--- src/rtl/pgbuf_pkg.sv ---
package pgbuf_pkg;
  typedef enum logic [1:0] {
    SEC_FLASH  = 2'd0,
    SEC_EEPROM = 2'd1,
    SEC_UROW   = 2'd2,
    SEC_RSVD   = 2'd3
  } sec_e;

  typedef enum logic [1:0] {
    SQ_IDLE = 2'd0,
    SQ_NOP  = 2'd1,
    SQ_RUN  = 2'd2
  } seq_e;
endpackage

--- src/rtl/pgbuf_owner.sv ---
module pgbuf_owner
  import pgbuf_pkg::*;
#(
  parameter int PG_W = 7
) (
  input  logic            clk,
  input  logic            rst_n,
  input  logic            take_wr,
  input  logic            release_i,
  input  sec_e            wr_sec,
  input  logic [PG_W-1:0] wr_page,
  output logic            accept,
  output logic            owned,
  output sec_e            cur_sec,
  output logic [PG_W-1:0] cur_page,
  output logic            err_q
);
  logic mismatch;

  always_comb begin
    mismatch = take_wr && owned && (wr_sec != cur_sec);
    accept   = take_wr && !mismatch;
  end

  always_ff @(posedge clk or negedge rst_n) begin
    if (!rst_n) begin
      owned    <= 1'b0;
      cur_sec  <= SEC_FLASH;
      cur_page <= '0;
      err_q    <= 1'b0;
    end else begin
      err_q <= mismatch;
      if (release_i) begin
        owned <= 1'b0;
      end else if (accept && !owned) begin
        owned    <= 1'b1;
        cur_sec  <= wr_sec;
        cur_page <= wr_page;
      end
    end
  end
endmodule

--- src/rtl/pgbuf_store.sv ---
module pgbuf_store #(
  parameter int PAGE_BYTES = 8,
  parameter int DW         = 8,
  localparam int PB_W      = $clog2(PAGE_BYTES)
) (
  input  logic                  clk,
  input  logic                  rst_n,
  input  logic                  wr_en,
  input  logic [PB_W-1:0]       wr_pos,
  input  logic [DW-1:0]         wr_data,
  input  logic                  clr,
  input  logic [PB_W-1:0]       rd_pos,
  output logic [PAGE_BYTES-1:0] mask_q,
  output logic [PAGE_BYTES-1:0] mask_eff,
  output logic [DW-1:0]         rd_data
);
  logic          mark_a [PAGE_BYTES];
  logic [DW-1:0] data_a [PAGE_BYTES];
  logic [PAGE_BYTES-1:0] hit;

  for (genvar g = 0; g < PAGE_BYTES; g++) begin : g_byte
    assign hit[g] = wr_en && (wr_pos == PB_W'(g));

    always_ff @(posedge clk or negedge rst_n) begin
      if (!rst_n) begin
        mark_a[g] <= 1'b0;
        data_a[g] <= '0;
      end else begin
        if (clr)         mark_a[g] <= 1'b0;
        else if (hit[g]) mark_a[g] <= 1'b1;
        if (hit[g])      data_a[g] <= wr_data;
      end
    end

    assign mask_q[g] = mark_a[g];
  end

  assign mask_eff = mask_q | hit;
  assign rd_data  = data_a[rd_pos];
endmodule

--- src/rtl/pgbuf_seq.sv ---
module pgbuf_seq
  import pgbuf_pkg::*;
#(
  parameter int PAGE_BYTES   = 8,
  parameter int CYC_PER_BYTE = 3,
  localparam int PB_W  = $clog2(PAGE_BYTES),
  localparam int CNT_W = (CYC_PER_BYTE > 1) ? $clog2(CYC_PER_BYTE) : 1
) (
  input  logic                  clk,
  input  logic                  rst_n,
  input  logic                  start,
  input  logic [PAGE_BYTES-1:0] mask_in,
  output logic                  busy,
  output logic                  we,
  output logic [PB_W-1:0]       pos,
  output logic                  done
);
  seq_e                  state;
  logic [PAGE_BYTES-1:0] pend;
  logic [PAGE_BYTES-1:0] rest;
  logic [CNT_W-1:0]      cnt;
  logic                  slot_end;

  function automatic logic [PB_W-1:0] lowest_set(input logic [PAGE_BYTES-1:0] m);
    logic [PB_W-1:0] r;
    r = '0;
    for (int i = PAGE_BYTES - 1; i >= 0; i--) begin
      if (m[i]) r = PB_W'(i);
    end
    return r;
  endfunction

  always_comb begin
    rest     = pend & ~(PAGE_BYTES'(1) << pos);
    slot_end = (state == SQ_RUN) && (cnt == CNT_W'(CYC_PER_BYTE - 1));
    busy     = (state != SQ_IDLE);
    we       = (state == SQ_RUN) && (cnt == '0);
    done     = (state == SQ_NOP) || (slot_end && (rest == '0));
  end

  always_ff @(posedge clk or negedge rst_n) begin
    if (!rst_n) begin
      state <= SQ_IDLE;
      pend  <= '0;
      pos   <= '0;
      cnt   <= '0;
    end else begin
      unique case (state)
        SQ_IDLE: begin
          if (start) begin
            if (mask_in == '0) begin
              state <= SQ_NOP;
            end else begin
              state <= SQ_RUN;
              pend  <= mask_in;
              pos   <= lowest_set(mask_in);
              cnt   <= '0;
            end
          end
        end
        SQ_NOP: state <= SQ_IDLE;
        SQ_RUN: begin
          if (slot_end) begin
            pend <= rest;
            cnt  <= '0;
            if (rest == '0) state <= SQ_IDLE;
            else            pos   <= lowest_set(rest);
          end else begin
            cnt <= cnt + CNT_W'(1);
          end
        end
        default: state <= SQ_IDLE;
      endcase
    end
  end
endmodule

--- src/rtl/pgbuf_ctrl.sv ---
module pgbuf_ctrl
  import pgbuf_pkg::*;
#(
  parameter int ADDR_W       = 10,
  parameter int PAGE_BYTES   = 8,
  parameter int CYC_PER_BYTE = 3,
  localparam int PB_W = $clog2(PAGE_BYTES),
  localparam int PG_W = ADDR_W - PB_W
) (
  input  logic              clk,
  input  logic              rst_n,
  input  logic              bus_wr,
  input  logic              bus_rd,
  input  logic [1:0]        bus_sec,
  input  logic [ADDR_W-1:0] bus_addr,
  input  logic [7:0]        bus_wdata,
  input  logic              cmd_commit,
  input  logic              cmd_clear,
  output logic              bus_wait,
  output logic              sec_err,
  output logic              busy,
  output logic              arr_we,
  output logic [1:0]        arr_sec,
  output logic [ADDR_W-1:0] arr_addr,
  output logic [7:0]        arr_wdata
);
  logic                  idle;
  logic                  clear_take;
  logic                  wr_take;
  logic                  start_w;
  logic                  empty_w;
  logic                  wr_accept;
  logic                  owned;
  logic                  seq_done;
  logic                  release_w;
  sec_e                  cur_sec;
  logic [PG_W-1:0]       cur_page;
  logic [PB_W-1:0]       seq_pos;
  logic [PAGE_BYTES-1:0] mask_q;
  logic [PAGE_BYTES-1:0] mask_eff;
  logic [7:0]            rd_byte;

  assign idle       = !busy;
  assign clear_take = cmd_clear && idle;
  assign wr_take    = bus_wr && idle && !cmd_clear;
  assign start_w    = cmd_commit && idle && !cmd_clear;
  assign empty_w    = start_w && (mask_eff == '0);
  assign release_w  = clear_take || seq_done;

  pgbuf_owner #(.PG_W(PG_W)) u_owner (
    .clk       (clk),
    .rst_n     (rst_n),
    .take_wr   (wr_take),
    .release_i (release_w),
    .wr_sec    (sec_e'(bus_sec)),
    .wr_page   (bus_addr[ADDR_W-1:PB_W]),
    .accept    (wr_accept),
    .owned     (owned),
    .cur_sec   (cur_sec),
    .cur_page  (cur_page),
    .err_q     (sec_err)
  );

  pgbuf_store #(.PAGE_BYTES(PAGE_BYTES), .DW(8)) u_store (
    .clk      (clk),
    .rst_n    (rst_n),
    .wr_en    (wr_accept),
    .wr_pos   (bus_addr[PB_W-1:0]),
    .wr_data  (bus_wdata),
    .clr      (release_w),
    .rd_pos   (seq_pos),
    .mask_q   (mask_q),
    .mask_eff (mask_eff),
    .rd_data  (rd_byte)
  );

  pgbuf_seq #(.PAGE_BYTES(PAGE_BYTES), .CYC_PER_BYTE(CYC_PER_BYTE)) u_seq (
    .clk     (clk),
    .rst_n   (rst_n),
    .start   (start_w),
    .mask_in (mask_eff),
    .busy    (busy),
    .we      (arr_we),
    .pos     (seq_pos),
    .done    (seq_done)
  );

  assign bus_wait  = bus_rd && busy;
  assign arr_sec   = cur_sec;
  assign arr_addr  = {cur_page, seq_pos};
  assign arr_wdata = rd_byte;
endmodule

--- config.mk ---
export PLATFORM = sky130hd
export DESIGN_NAME = pgbuf_ctrl
export DESIGN_NICKNAME = d
export VERILOG_FILES = /design/src/rtl/pgbuf_pkg.sv /design/src/rtl/pgbuf_owner.sv /design/src/rtl/pgbuf_store.sv /design/src/rtl/pgbuf_seq.sv /design/src/rtl/pgbuf_ctrl.sv
export SDC_FILE = /design/constraint.sdc
export NUM_CORES = 1
export LEC_CHECK = 0
export BUFFER_PORTS_ARGS = -buffer_cell sky130_fd_sc_hd__buf_4
export CORE_ASPECT_RATIO = 1.1
export CORE_MARGIN = 10
export CORE_UTILIZATION = 30
export DETAILED_ROUTE_END_ITERATION = 10
export PLACE_DENSITY = 0.59
export SLEW_MARGIN = 20
export SYNTH_ARGS = -nofsm -noshare
export SYNTH_HDL_FRONTEND = slang
export SYNTH_SLANG_ARGS = --single-unit
--- constraint.sdc ---
create_clock -name clk -period 2.17 [get_ports clk]
set_clock_uncertainty 0.15 [all_clocks]
set_input_delay 0.217 -clock clk [delete_from_list [all_inputs] [get_ports clk]]
set_output_delay 0.217 -clock clk [all_outputs]
set_load 0.05 [all_outputs]
==> out/qor_table.md <==
| Quantity | Reported |
| --- | --- |
| Critical Path Max Stage Delay | 0.50 ns |
| Final setup fails | 30 |
| Top flip-flop cell by instance count after synthesis | dfrtp_1 |
| Via count | 3,566 |
| Max-slew headroom at the worst pin | 65.9% |
| Mapped Nets | 397 |
| Kind of critical path | reg2out |
| Violated checks | negative setup slack |
| Final weighted congestion in routability-driven placement | 0.872 |
| Data arrival time of the critical path | 1.97 ns |
| CTS clock-pin slew for the worst setup and hold paths | 0.07 ns |
| Total Neg Setup Slack | -2.20 ns |
| Crit end category | output pin |
| Antenna violations before repair | 0 |
| Largest net degree at the start of global routing | 41 |
| # IOs | 50 |
| Crit-path leading delay family | multiplexers |
| Clock sink total | 98 |
| Count of buffering cells on the critical path with inverters included | 3 |
| Global route overflow | 0 |
| Synth warnings | 0 |
| Half-perimeter wire length after placement | 8.81 mm |
| Post-synth design cell area | 4820 µm² |
| Final min period | 2.34 ns |
| Post-synthesis sequential area ratio | 50.9% |
| Maximum count of clock buffers along a single path | 2 |
| Count of placed standard cells including taps | 647 |
| Max IR drop VDD | 800 µV |
| Max cap viols | 0 |
| H-tree levels | 3 |
| Number of library cell types mapped by synthesis | 53 |
| Avg WL per Cell | 19.3 µm |
| Detailed Route WL | 13.3 mm |
| Average vias per placed instance | 5.15 |
| Slew at the pin closest to its max-slew limit | 0.511 ns |
| Avg Cell Area, Syn | 13.0 µm² |
| Antenna diode count | 0 |
| Critical path launch point type | register |
| Post-layout utilization of the core | 43.1% |
| Final count of pins violating max slew | 0 |
| Die H | 153 µm |
| Die span in x | 141 µm |
| Starting DRT DRC Count | 242 |
| TritonCTS Buffers | 9 |
| Core outline area | 15,700 µm² |
| Number of synthesized register bits | 98 |
| GRT Util Overall | 12.0% |
| Critical path cell sequence | buf_4 > buf_12 > mux4_2 > mux2_4 > buf_6 |
| First-pass GRT wire length | 20.9 mm |
| Fmax achieved | 427 MHz |
| Result of the run | finished, violations left |
| Via count of the first global-routing pass | 3,827 |
| Instance count of the mapped netlist | 371 |
| Ratio of final minimum period to clock period | 108% |
| Count of filler cells inserted in the layout | 1,457 |
| Flip-flop and latch area | 2460 µm² |
| Clock tree root buffer cell | clkbuf_16 |
| Post-route non-filler standard cell count | 693 |
| Clock insertion delay at the later pin of the skew report | 0.34 ns |
| Starting utilization of the core area | 30.6% |
| Drt drc | 0 |
| Highest net fanout along the worst path | 7 |
| CP max stage cell | mux4_2 |
| Multi-input gate area in the final layout | 2660 µm² |
| Area growth from synthesis to final layout | 40.9% |
| TritonCTS clock tree | built |
| LEAKAGE | 2.96 nW |
| Worst min-delay path category | in2reg |
| Number of endpoints with negative hold slack in the final report | 0 |
| P per Cell Area | 1550 nW/µm² |
| Number of rows in the core area | 48 |
| Share of layout cells above drive strength 1 | 56.4% |
| Detailed-routing iteration count for the pre-antenna-repair pass | 4 |
| Number of enable-type register cells in the synthesized netlist | 0 |
| Post-placement setup slack | -0.131 ns |
| Internal reg-to-reg setup slack | -0.08 ns |
| Worst Setup Slack, final | -0.169 ns |
| Post-synthesis async set-or-reset flop share | 100% |
| Number of nets in the finished design | 515 |
| Unrepaired setup endpoints after global routing | true |
| DIE AREA | 21,500 µm² |
| Number of input and output port buffers inserted | 49 |
| Post-route antenna net violation count | 0 |
| Data required, critical path | 1.80 ns |
==> synth_stat cells, types with 2 or more instances <==
master / count / share of area [%]
mux2i_1: 4 / 0.83
mux2_2: 81 / 19
nor3_1: 4 / 0.42
nand3b_1: 2 / 0.31
or4_1: 2 / 0.31
a211oi_1: 2 / 0.31
nand2b_1: 10 / 1.3
a41oi_1: 3 / 0.55
buf_2: 6 / 0.62
o211ai_1: 2 / 0.31
nand3_1: 4 / 0.42
or3_1: 2 / 0.26
or2_2: 2 / 0.26
buf_1: 2 / 0.16
nor2_1: 29 / 2.3
a32oi_1: 3 / 0.55
a31oi_1: 4 / 0.52
o22ai_1: 8 / 1.0
nand2_1: 7 / 0.55
a221oi_1: 5 / 0.91
a21oi_1: 10 / 1.0
nor4b_4: 3 / 1.5
inv_1: 8 / 0.62
xor2_1: 2 / 0.36
nor2b_1: 10 / 1.3
o21ai_0: 9 / 0.93
buf_6: 2 / 0.47
mux4_2: 16 / 7.5
dfrtp_1: 98 / 51
clkbuf_1: 8 / 0.62
==> stage by stage <==
| stage | hold WS, ns | total power [mW] | instance area, µm² |
|---|---|---|---|
| global route | 0.0209 | 11.1 | 6790 |
| finish | 0.0173 | 10.5 | 6790 |
| global placement | 0.0571 | 8.01 | 5840 |
| detailed placement | 0.0707 | 8.12 | 5840 |
| floorplan | -0.229 | 6.67 | 4980 |
| CTS | 0.00681 | 10.2 | 6500 |
==> worst paths after layout <==
| path | start | to | cells past startpoint |
|---|---|---|---|
| min in group asynchronous | rst_n | u_seq.pend[7] | 2 |
| setup reg to reg | u_seq.pos[0] | u_store.mask_q[1] | 11 |
| hold reg to reg | u_store.data_a[8] | u_store.data_a[8] | 1 |
| setup / recovery | u_seq.pos[0] | arr_wdata[1] | 5 |
| max in group asynchronous | rst_n | u_owner.cur_sec[1] | 3 |
| hold / removal | bus_wdata[6] | u_store.data_a[46] | 2 |
==> kinds of logic (layout without fill, tap and decap cells) <==
group	after synthesis	after routing	share of synthesized area, %
xor gates and xnor gates	2	2	0.364
buffers and inverters	26	147	2.49
DFF	98	98	50.9
AOI/OAI and AO/OA	56	56	7.89
and+or+nand+nor	87	88	10.9
muxes	102	102	27.5
==> cell usage in the layout (no fill, tap or decap), types with 9 or more instances in the layout <==
cell type      Yosys  layout
buf_4              0      87
buf_6              2      20
clkbuf_16          0       9
dfrtp_1           98      92
dlygate4sd3_1      0      10
mux2_2            81      60
mux2_4             0      22
mux4_2            16      16
nor2_1            29      25
nor2b_1           10      10
==> per-layer routing <==
layer / GRT usage (%) / part of all wire, % / vias to the layer above / wire length (µm)
met5: 0 / 0 / - / 0
met1: 15.1 / 43 / 1853 / 5750
li1: - / - / 1634 / -
met2: 20.5 / 51 / 65 / 6850
met3: 2.08 / 4.0 / 14 / 539
met4: 3.69 / 1.6 / 0 / 214
==> flip-flops by register name (all words and copies together), names as in the netlist, 2 cells and up <==
register,cells
u_store.data_a,64
u_seq.pend,8
u_store.mask_q,8
u_owner.cur_page,7
u_seq.pos,3
u_owner.cur_sec,2
u_seq.cnt,2
u_seq.state,2
==> power breakdown <==
part | internal, mW | switching [mW]
sequential | 2.58 | 0.510
combinational | 2.89 | 3.03
clock | 0.808 | 0.686
total | 6.27 | 4.23
==> final cells by class <==
cell class,count,area share (%)
Tap cell,200,3.69
Timing Repair Buffer,124,16.5
Sequential cell,98,36.2
Inverter,8,0.442
Clock inverter,3,0.350
Multi-Input combinational cell,248,39.1
Clock buffer,12,3.63
==> timing repair <==
action,4_1_cts,5_1_grt
setup buffers,11,8
gates cloned,1,1
hold buffers,10,0
resized for setup,46,40
hold endpoints to repair,42,0
pin swaps,7,9
endpoints found under the setup margin,45,64
(Power assumes the default switching activity.)
